File: config.mk
export PLATFORM = sky130hd
export DESIGN_NAME = bcd_time_reader
export DESIGN_NICKNAME = d
export VERILOG_FILES = /design/src/rtl/bcdrd_pkg.sv /design/src/rtl/bcdrd_regs.sv /design/src/rtl/bcdrd_index.sv /design/src/rtl/bcdrd_field_mux.sv /design/src/rtl/bcd_time_reader.sv
export SDC_FILE = /design/constraint.sdc
export NUM_CORES = 1
export LEC_CHECK = 0
export BUFFER_PORTS_ARGS = -buffer_cell sky130_fd_sc_hd__buf_2
export CAP_MARGIN = 0
export CORE_ASPECT_RATIO = 1.5
export CORE_MARGIN = 3
export CORE_UTILIZATION = 31
export DETAILED_ROUTE_END_ITERATION = 7
export HOLD_SLACK_MARGIN = 0.15
export PLACE_DENSITY_LB_ADDON = 0.05
export RECOVER_POWER = 25
export SETUP_SLACK_MARGIN = 0.02
export SLEW_MARGIN = 0
export SYNTH_ARGS = -nofsm -noshare
export SYNTH_HDL_FRONTEND = slang
export SYNTH_HIERARCHICAL = 1
export SYNTH_SLANG_ARGS = --single-unit
export TNS_END_PERCENT = 50
File: constraint.sdc
create_clock -name clk -period 2.7 [get_ports clk]
set_input_delay 0.135 -clock clk [delete_from_list [all_inputs] [get_ports clk]]
set_output_delay 0.135 -clock clk [all_outputs]
set_load 0.005 [all_outputs]
File: src/rtl/bcdrd_pkg.sv
package bcdrd_pkg;

   localparam int unsigned FIELD_COUNT = 7;

   typedef enum logic [2:0] {
      FLD_YEAR   = 3'd0,
      FLD_MONTH  = 3'd1,
      FLD_MDAY   = 3'd2,
      FLD_WDAY   = 3'd3,
      FLD_HOUR   = 3'd4,
      FLD_MINUTE = 3'd5,
      FLD_SECOND = 3'd6
   } field_e;

endpackage

File: src/rtl/bcdrd_regs.sv
module bcdrd_regs #(
   parameter int unsigned DATA_W  = 8,
   parameter logic [7:0]  GET_CMD = 8'h15
) (
   input  logic              clk,
   input  logic              rst_n,
   input  logic              wr_en,
   input  logic              wr_sel,
   input  logic [DATA_W-1:0] wr_data,
   output logic [DATA_W-1:0] cmd_q,
   output logic [DATA_W-1:0] data_q,
   output logic              get_time,
   output logic              restart
);

   localparam logic [DATA_W-1:0] CMD_MATCH = DATA_W'(GET_CMD);

   always_ff @(posedge clk) begin
      if (!rst_n) begin
         cmd_q  <= '0;
         data_q <= '0;
      end else if (wr_en) begin
         if (wr_sel) data_q <= wr_data;
         else        cmd_q  <= wr_data;
      end
   end

   assign get_time = (cmd_q == CMD_MATCH);
   assign restart  = wr_en && !wr_sel && (wr_data == CMD_MATCH);

endmodule

File: src/rtl/bcdrd_index.sv
module bcdrd_index #(
   parameter int unsigned COUNT = 7,
   localparam int unsigned IW   = (COUNT > 1) ? $clog2(COUNT) : 1
) (
   input  logic          clk,
   input  logic          rst_n,
   input  logic          advance,
   input  logic          restart,
   output logic [IW-1:0] idx
);

   localparam logic [IW-1:0] LAST = IW'(COUNT - 1);

   generate
      if (COUNT < 2) begin : g_bad_count
         $error("bcdrd_index: COUNT must be at least 2");
      end
   endgenerate

   always_ff @(posedge clk) begin
      if (!rst_n)        idx <= '0;
      else if (restart)  idx <= '0;
      else if (advance)  idx <= (idx == LAST) ? '0 : idx + 1'b1;
   end

   assert_idx_range_R6: assert property (@(posedge clk) disable iff (!rst_n)
      idx <= LAST);

   assert_idx_clear_R3: assert property (@(posedge clk) disable iff (!rst_n)
      restart |=> (idx == '0));

   assert_idx_step_R9: assert property (@(posedge clk) disable iff (!rst_n)
      (advance && !restart) |=>
         (idx == (($past(idx) == LAST) ? '0 : $past(idx) + 1'b1)));

   assert_idx_hold_R8: assert property (@(posedge clk) disable iff (!rst_n)
      (!advance && !restart) |=> $stable(idx));

endmodule

File: src/rtl/bcdrd_field_mux.sv
module bcdrd_field_mux #(
   parameter int unsigned DATA_W = 8,
   parameter int unsigned COUNT  = 7,
   localparam int unsigned IW    = (COUNT > 1) ? $clog2(COUNT) : 1
) (
   input  logic [COUNT*DATA_W-1:0] fields_flat,
   input  logic [IW-1:0]           idx,
   output logic [DATA_W-1:0]       field
);

   logic [DATA_W-1:0] slot [COUNT];

   generate
      for (genvar g = 0; g < COUNT; g++) begin : g_slot
         assign slot[g] = fields_flat[g*DATA_W +: DATA_W];
      end
   endgenerate

   always_comb begin
      field = '0;
      for (int i = 0; i < COUNT; i++) begin
         if (idx == IW'(i)) field = slot[i];
      end
   end

endmodule

File: src/rtl/bcd_time_reader.sv
module bcd_time_reader
   import bcdrd_pkg::*;
#(
   parameter int unsigned DATA_W       = 8,
   parameter logic [7:0]  GET_CMD      = 8'h15,
   parameter int unsigned READ_LATENCY = 0
) (
   input  logic              clk,
   input  logic              rst_n,
   input  logic              wr_en,
   input  logic              wr_sel,
   input  logic [DATA_W-1:0] wr_data,
   input  logic              rd_en,
   input  logic              rd_sel,
   output logic [DATA_W-1:0] rd_data,
   input  logic [DATA_W-1:0] tm_year,
   input  logic [DATA_W-1:0] tm_month,
   input  logic [DATA_W-1:0] tm_mday,
   input  logic [DATA_W-1:0] tm_wday,
   input  logic [DATA_W-1:0] tm_hour,
   input  logic [DATA_W-1:0] tm_minute,
   input  logic [DATA_W-1:0] tm_second
);

   localparam int unsigned       IW       = $clog2(FIELD_COUNT);
   localparam logic [DATA_W-1:0] ACK_MASK = DATA_W'(1) << (DATA_W - 1);

   generate
      if (DATA_W < 8) begin : g_bad_width
         $error("bcd_time_reader: DATA_W must hold a BCD byte");
      end
      if (READ_LATENCY > 1) begin : g_bad_latency
         $error("bcd_time_reader: READ_LATENCY must be 0 or 1");
      end
   endgenerate

   logic [DATA_W-1:0]             cmd_q, data_q, field;
   logic                          get_time, restart, advance;
   logic [IW-1:0]                 idx;
   logic [FIELD_COUNT*DATA_W-1:0] fields_flat;
   logic [DATA_W-1:0]             rd_next;

   assign fields_flat = {tm_second, tm_minute, tm_hour, tm_wday,
                         tm_mday, tm_month, tm_year};

   bcdrd_regs #(.DATA_W(DATA_W), .GET_CMD(GET_CMD)) u_regs (
      .clk      (clk),
      .rst_n    (rst_n),
      .wr_en    (wr_en),
      .wr_sel   (wr_sel),
      .wr_data  (wr_data),
      .cmd_q    (cmd_q),
      .data_q   (data_q),
      .get_time (get_time),
      .restart  (restart)
   );

   assign advance = rd_en && rd_sel && get_time;

   bcdrd_index #(.COUNT(FIELD_COUNT)) u_index (
      .clk     (clk),
      .rst_n   (rst_n),
      .advance (advance),
      .restart (restart),
      .idx     (idx)
   );

   bcdrd_field_mux #(.DATA_W(DATA_W), .COUNT(FIELD_COUNT)) u_mux (
      .fields_flat (fields_flat),
      .idx         (idx),
      .field       (field)
   );

   always_comb begin
      rd_next = '0;
      if (rd_en) begin
         if (!rd_sel)       rd_next = cmd_q | ACK_MASK;
         else if (get_time) rd_next = field;
         else               rd_next = data_q | ACK_MASK;
      end
   end

   generate
      if (READ_LATENCY == 0) begin : g_comb_out
         assign rd_data = rd_next;

         assert_status_ack_R2: assert property (@(posedge clk) disable iff (!rst_n)
            (rd_en && !rd_sel) |-> rd_data[DATA_W-1]);

         assert_idle_zero_R10: assert property (@(posedge clk) disable iff (!rst_n)
            !rd_en |-> (rd_data == '0));
      end else begin : g_reg_out
         always_ff @(posedge clk) begin
            if (!rst_n) rd_data <= '0;
            else        rd_data <= rd_next;
         end

         assert_status_ack_R2: assert property (@(posedge clk) disable iff (!rst_n)
            (rd_en && !rd_sel) |=> rd_data[DATA_W-1]);
      end
   endgenerate

endmodule

# Word-level counts from Yosys, hierarchy flattened
# Cells that the tools add are included.
# word_totals
reg_bits	18
input_bits	70
elab_cells	34
# op_classes
add_sub_neg	1
n_eq_ne	8
n_mux	11
n_bitwise	2
n_reduce_logical	9
# op_table
operator	n
8-bit 2-to-1 mux	10
8-bit by 5-bit equality test with 1-bit output, second input constant	2
3-bit equality test, second input constant	3
3-bit by 2-bit equality test with 1-bit output, second input constant	2
1-bit logical AND	4
2-bit AND reduction	2
3-bit by 1-bit adder with 3-bit output, second input constant	1
3-bit by 1-bit equality test with 1-bit output, second input constant	1
3-bit logical NOT	1
3-bit 2-to-1 mux	1
1-bit NOT	2
2-bit OR reduction	1
1-bit logical NOT	1

# Logic depth before layout (Yosys ltp)
# Gate-level depths: netlist of the first run.
# logic_depth
ltp_word	11
depth_mapped	8
depth_no_buf	6

# Modules after synthesis
# The synthesis of the first run kept the hierarchy.
# modules_own_cells
mod	instances	cells_per_inst	area_per_inst_um2	seq_area_each_um2
bcdrd_regs	1	78	716.9	320.3
bcdrd_field_mux	1	79	664.4	0.0
bcd_time_reader	1	26	187.7	0.0
bcdrd_index	1	16	132.6	60.1

# Least setup slack after synthesis of the first run
# OpenSTA, ideal clock, no wires.
# synth_path
kind	register -> output
from	register u_index.idx[1]
to	output rd_data[2]
arrival_ns	1.379
required_time_ns	2.565
setup_slack_ns	1.186
stages_incl_launch_ff	9
n_path_buf	2
path_cell_list	dfxtp_1 -> buf_6 -> buf_8 -> mux2i_1 -> o2bb2ai_1 -> a221oi_2 -> nor2_1 -> mux2i_1 -> a21oi_1
# synth_via
elab_chain_len	11
elab_cells_between_ends	17
cone_classes	eq/ne (6); mux (10); reduce/logical (1)
# synth_lines
item	line_no	text
start, declared	bcdrd_index.sv:9	output logic [IW-1:0] idx
start signal, assigned	bcdrd_index.sv:23	else if (advance) idx <= (idx == LAST) ? '0 : idx + 1'b1;
3-bit logical NOT	bcdrd_field_mux.sv:22	if (idx == IW'(i)) field = slot[i];
8-bit 2-to-1 mux (6 in series)	bcdrd_field_mux.sv:22	
8-bit 2-to-1 mux *	bcdrd_field_mux.sv:22	
net field[2]	bcd_time_reader.sv:37	logic [DATA_W-1:0] cmd_q, data_q, field;
8-bit 2-to-1 mux *	bcd_time_reader.sv:78	else if (get_time) rd_next = field;
8-bit 2-to-1 mux *	bcd_time_reader.sv:77	if (!rd_sel) rd_next = cmd_q | ACK_MASK;
8-bit 2-to-1 mux *	bcd_time_reader.sv:76	if (rd_en) begin
end, declared	bcd_time_reader.sv:15	output logic [DATA_W-1:0] rd_data,
# Mark *: on every way through the listed nets, which the timed path passes. The rest lies on a longest branch.

# Worst setup path after layout of the first run
# layout_path
from	register u_index.idx[1]
to	output rd_data[1]
# Same word-level chain as after synthesis.

==> flow_metrics.py, run 1 <==
metrics = {
    "clocking": {
        "clkTransAtPathRegs_ns": 0.07,
        "cts.sinks": 18,
        "cts_buffers": 3,
        "htreeDepth": 1,
        "cts_tree": "yes",
        "cts-root-buf": "clkbuf_8",
        "postCtsSetupBuffers": 0,
        "clock_latency_ns": 0.25,
        "clockBufferDepth": 2,
    },
    "power_and_ir_drop": {
        "pwr-share-seq_pct": 43.8,
        "p_leak_nw": 0.833,
        "power.density_mw_per_mm2": 305,
        "vdd_ir_drop_max_mv": 0.275,
        "p_clk_share_pct": 33.8,
        "swShare_pct": 24.8,
        "p_sw_uw": 160,
        "pwr-share-comb_pct": 22.4,
        "p_int_uw": 484,
    },
    "sta": {
        "max_freq_ghz": 0.431,
        "skew_ns": 0.00134,
        "hold_viol_final": 0,
        "final.setup.tns_ns": 0,
        "fin_crit_ns": 2.32,
        "worstMarginPinSlew_ns": 0.607,
        "relSlewSlack_pct": 59.5,
        "holdWs_ns": 0.158,
        "finalWorstSetupSlack_ns": 0.379,
        "min_period_over_period_pct": 86.0,
        "rsz0062_at_grt": "false",
        "slew_violations": 0,
        "setup_viol": 0,
    },
    "placed_design": {
        "placedInstanceArea_mm2": 0.00202,
        "post-dp-hpwl_um": 3940,
        "gp_congestion": 0.736,
        "pre_cts_ws_ns": 0.592,
        "port_buffers": 77,
    },
    "layout": {
        "diodes": 0,
        "design_area_mm2": 0.00211,
        "area_growth_pct": 26.7,
        "final.fill_count": 561,
        "multi_input_area_mm2": 0.00115,
        "final_util_pct": 40.9,
        "drive_gt1_share_pct": 42.7,
        "register_area_um2": 360,
        "nets": 338,
    },
    "worst_setup_path": {
        "r2r-start": "u_regs/cmd_q[2]",
        "critPathKind": "flop to primary output",
        "cp_common_cell": "mux2i_1",
        "critPathRequiredTime_ns": 2.57,
        "crit_slowest_cell": "dfxtp_1",
        "cp-end-kind": "primary output",
        "rr_endpoint": "u_index/idx[1]",
        "slowest_delay_ns": 0.71,
        "reg2reg_depth": 6,
        "crit_path_max_fanout": 15,
        "startpoint": "u_index/idx[1]",
        "arrival_ns": 2.19,
        "rrSetupSlack_ns": 0.73,
        "worstSetupStartpointType": "flop",
        "path_buf_inv": 2,
        "critPathTopFamily": "flip-flops",
        "path_cells": "buf_4 -> mux2i_1 -> o2bb2ai_1 -> a221oi_2 -> nor2_1 -> mux2i_1 -> a21oi_1 -> buf_2",
    },
    "global_route": {
        "grt_pass1_wl_um": 7430,
        "grt_max_degree": 22,
        "antenna_found_initial": 0,
        "gr-usage-all-layers_pct": 14.8,
        "grt_pass1_vias": 1617,
        "grt.overflow.total": 0,
    },
    "floorplan": {
        "start_util_pct": 32.2,
        "die_area_mm2": 0.00631,
        "die_h_um": 95.8,
        "fp.coreArea_mm2": 0.00516,
        "die_w_um": 65.8,
        "boundaryPins": 78,
        "fp-row-count": 32,
    },
    "detailed_routing": {
        "via_per_inst": 4.96,
        "wl_per_cell_um": 14.2,
        "drtPass1Iterations": 4,
        "vias": 1661,
        "routed_wl_um": 4750,
        "post-route-drc-count": 0,
        "postRouteAntennaNets": 0,
        "initialDrtViolationCount": 51,
    },
    "worst_hold_path": {
        "min_from": "wr_data[2]",
        "hp-class": "primary input to flop",
        "hold_end": "u_regs/cmd_q[2]",
        "hold_depth": 3,
    },
    "logic_synthesis": {
        "syn_area_mm2": 0.00167,
        "avgSynthCellArea_um2": 8.54,
        "netlist_instances": 195,
        "synth_nets": 265,
        "ys_warn_count": 6,
    },
    "outcome": {
        "outcome": "finished clean",
    },
    "flow_run": {
        "maxCapViolations": 0,
    },
}
==> tightest hold or removal path: stages <==
cell and delay [ns]:
buf_2 0.11, nand2_1 0.07, a21boi_2 0.05
==> placed cells by master (no fill, tap or decap), types with 2 or more instances in the layout <==
master and n:
dlygate4sd3_1 4, buf_4 4, mux2_2 8, a21oi_1 18
a21boi_2 7, nor2b_4 2, dfxtp_1 18, a21boi_0 8
o21ai_0 6, clkbuf_8 4, nand2_1 28, nor2_1 11
o32ai_1 8, and3_1 2, a221oi_2 8, nand3_1 7
mux2i_1 15, nand2b_1 11, o2bb2ai_1 8, nor4bb_1 2
buf_2 76
==> flip-flops by register name (all words and copies together) (netlist names) <==
name and count:
u_index/idx 3, u_regs/cmd_q 8, u_regs/data_q 7
==> per-stage QoR <==
step,power (mW),std cells
after floorplan,0.359,195
after global placement,0.431,327
after detailed placement,0.431,327
after CTS,0.660,335
after global routing,0.689,335
final,0.644,335
==> area by class of cell <==
cell class,count,share of cell area (%)
clock buffers,4,2.61
inverters,1,0.178
multi-input cells,159,54.6
flip-flops and latches,18,17.1
well taps,68,4.03
repair buffers,85,21.5
==> power groups by stage <==
stage               sequential [mW]  clock [mW]  combinational [mW]
floorplan                     0.286           0              0.0733
global route                  0.283       0.244               0.162
finish                        0.282       0.218               0.144
global placement              0.288           0               0.143
detailed placement            0.288           0               0.143
CTS                           0.282       0.230               0.148
==> how the worst max path moves through the flow <==
stage / end / slack (ns) / cells after the start
2_1_floorplan: rd_data[2] / 1.19 / 8
3_3_place_gp: rd_data[3] / 0.59 / 6
3_5_place_dp: rd_data[1] / 0.59 / 6
4_1_cts: rd_data[1] / 0.31 / 6
5_1_grt: rd_data[1] / 0.12 / 8
6_report: rd_data[1] / 0.38 / 8
==> timing repair <==
item | in CTS | in global routing
hold buffers | 4 | 0
resized for setup | 0 | 0
endpoints found under the hold margin | 4 | 0
==> routing by layer <==
| metal | vias to the layer above | wire (µm) | GRT usage, % |
|---|---|---|---|
| met5 | - | 0 | 0 |
| met4 | 0 | 20 | 3.11 |
| met3 | 2 | 411 | 2.45 |
| met2 | 67 | 2500 | 29.5 |
| met1 | 724 | 1820 | 15.9 |
| li1 | 868 | - | - |
(Power assumes the default switching activity.)
==> run 2, diff against run 1 <==
CORE_UTILIZATION = 50   (was 31)
SETUP_SLACK_MARGIN = 0.5   (was 0.02)
SLEW_MARGIN = 25   (was 0)
==> run 2 against run 1 <==
Combinational power about the same. Final area decreased by 1.4%. Critical path depth unchanged. Setup slack improved by 0.30 ns. Sequential share of layout area increased by 0.30 points. Critical endpoint is now rd_data[5]. Highest routed layer unchanged.
==> flow_metrics.py, run 2 (synthesis results as in run 1) <==
metrics = {
    "worst_setup_path": {
        "path_buf_inv": 2,
        "cp_common_cell": "mux2i_1",
        "cp-end-kind": "primary output",
        "critPathKind": "flop to primary output",
        "reg2reg_depth": 6,
        "cp.depth": 8,
        "critPathRequiredTime_ns": 2.57,
        "worstSetupStartpointType": "flop",
        "crit_path_max_fanout": 23,
        "crit_slowest_cell": "dfxtp_1",
        "critPathTopFamily": "buffers and inverters",
        "path_cells": "buf_4 -> mux2i_1 -> o2bb2ai_1 -> a221oi_2 -> nor2_1 -> mux2i_1 -> a21oi_1 -> buf_2",
        "slowest_delay_ns": 0.35,
        "arrival_ns": 1.89,
    },
    "floorplan": {
        "fp.coreArea_mm2": 0.00316,
        "die_h_um": 76.7,
        "boundaryPins": 78,
        "die_area_mm2": 0.00407,
        "die_w_um": 53.1,
        "start_util_pct": 52.7,
        "fp-row-count": 25,
    },
    "sta": {
        "holdWs_ns": 0.163,
        "rsz0062_at_grt": "false",
        "finalWorstSetupSlack_ns": 0.675,
        "worstMarginPinSlew_ns": 0.464,
        "max_freq_ghz": 0.494,
        "final.setup.tns_ns": 0,
        "slew_violations": 0,
        "skew_ns": 0.00270,
        "fin_crit_ns": 2.02,
        "relSlewSlack_pct": 69.0,
        "setup_viol": 0,
        "hold_viol_final": 0,
        "min_period_over_period_pct": 75.0,
    },
    "clocking": {
        "postCtsSetupBuffers": 0,
        "clock_latency_ns": 0.25,
        "cts-root-buf": "clkbuf_8",
        "cts_tree": "yes",
        "clkTransAtPathRegs_ns": 0.07,
        "cts.sinks": 18,
        "cts_buffers": 3,
        "htreeDepth": 1,
        "clockBufferDepth": 2,
    },
    "layout": {
        "final_util_pct": 65.9,
        "area_growth_pct": 25.0,
        "drive_gt1_share_pct": 43.1,
        "largest_reg_flops": 8,
        "top_regs": "u_regs/cmd_q (8), u_regs/data_q (7), u_index/idx (3)",
        "diodes": 0,
        "final.fill_count": 295,
        "nets": 338,
        "largest_register": "u_regs/cmd_q",
        "mostFrequentLayoutCell": "buf_2",
        "final_cell_mix": "76 x buf_2, 28 x nand2_1, 18 x a21oi_1",
    },
    "flow_run": {
        "maxCapViolations": 0,
    },
    "detailed_routing": {
        "post-route-drc-count": 0,
        "initialDrtViolationCount": 28,
        "vias": 1651,
        "via_per_inst": 5.38,
        "drtPass1Iterations": 4,
        "postRouteAntennaNets": 0,
        "wl_per_cell_um": 13.5,
        "routed_wl_um": 4130,
    },
    "global_route": {
        "grt.overflow.total": 0,
        "antenna_found_initial": 0,
        "grt_pass1_vias": 1498,
        "gr-usage-all-layers_pct": 20.6,
        "grt_max_degree": 24,
        "grt_pass1_wl_um": 6610,
    },
    "placed_design": {
        "post-dp-hpwl_um": 3370,
        "gp_congestion": 0.766,
        "port_buffers": 77,
        "pre_cts_ws_ns": 0.740,
    },
    "power_and_ir_drop": {
        "p_leak_nw": 0.829,
        "vdd_ir_drop_max_mv": 0.362,
        "power.density_mw_per_mm2": 308,
    },
    "outcome": {
        "outcome": "finished clean",
    },
    "worst_hold_path": {
        "hp-class": "primary input to flop",
        "hold_depth": 3,
    },
}
run 2: cell count changes in the layout (fill, tap and decap cells not counted), sizes merged:
cell | previous run | this run
buf | 80 | 79
dlygate4sd3 | 4 | 5
run 2: where the power goes:
| group | switching [mW] | total [mW] | internal (mW) |
|---|---|---|---|
| logic | 0.0641 | 0.144 | 0.0795 |
| clock network | 0.0869 | 0.216 | 0.130 |
| registers | 0.00613 | 0.282 | 0.276 |
| total | 0.157 | 0.642 | 0.485 |
run 2: final cells by class:
class / instances / area, µm² / share of cell area (%)
multi-input combinational: 159 / 1150 / 55.5
timing repair buffer: 85 / 457 / 21.9
sequential: 18 / 362 / 17.4
clock buffer: 4 / 55.1 / 2.64
tap: 40 / 50.0 / 2.40
inverter: 1 / 3.75 / 0.180
run 2: worst paths after layout:
kind                                    endpoint              from  slack [ns]
worst max-delay path                  rd_data[5]    u_index/idx[1]        0.68
worst min-delay path             u_regs/cmd_q[4]        wr_data[4]        0.16
worst max register to register    u_index/idx[1]   u_regs/cmd_q[2]        1.04
worst min register to register  u_regs/data_q[2]  u_regs/data_q[2]        0.47
run 2: layer usage:
metal | track usage (%) | vias up | share of wire, %
li1 | - | 867 | -
met1 | 23.5 | 723 | 38
met2 | 37.7 | 57 | 53
met3 | 2.91 | 4 | 8.5
met4 | 6.14 | 0 | 0.77
met5 | 0 | - | 0
run 2: what timing repair did:
| item | 4_1_cts | 5_1_grt |
|---|---|---|
| endpoints found under the setup margin | 6 | 7 |
| endpoints found under the hold margin | 5 | 0 |
| hold buffers | 5 | 0 |
| gates resized for setup | 1 | 3 |
run 2: tightest hold or removal path: stages:
cell,delay (ns)
buf_2,0.11
nand2_1,0.05
a21boi_0,0.07
run 2: per-stage QoR:
step / area (µm²) / power [mW] / instances
after floorplan: 1670 / 0.359 / 195
after global placement: 1980 / 0.427 / 298
after detailed placement: 1980 / 0.428 / 298
after CTS: 2080 / 0.650 / 307
after global routing: 2080 / 0.680 / 307
final: 2080 / 0.642 / 307
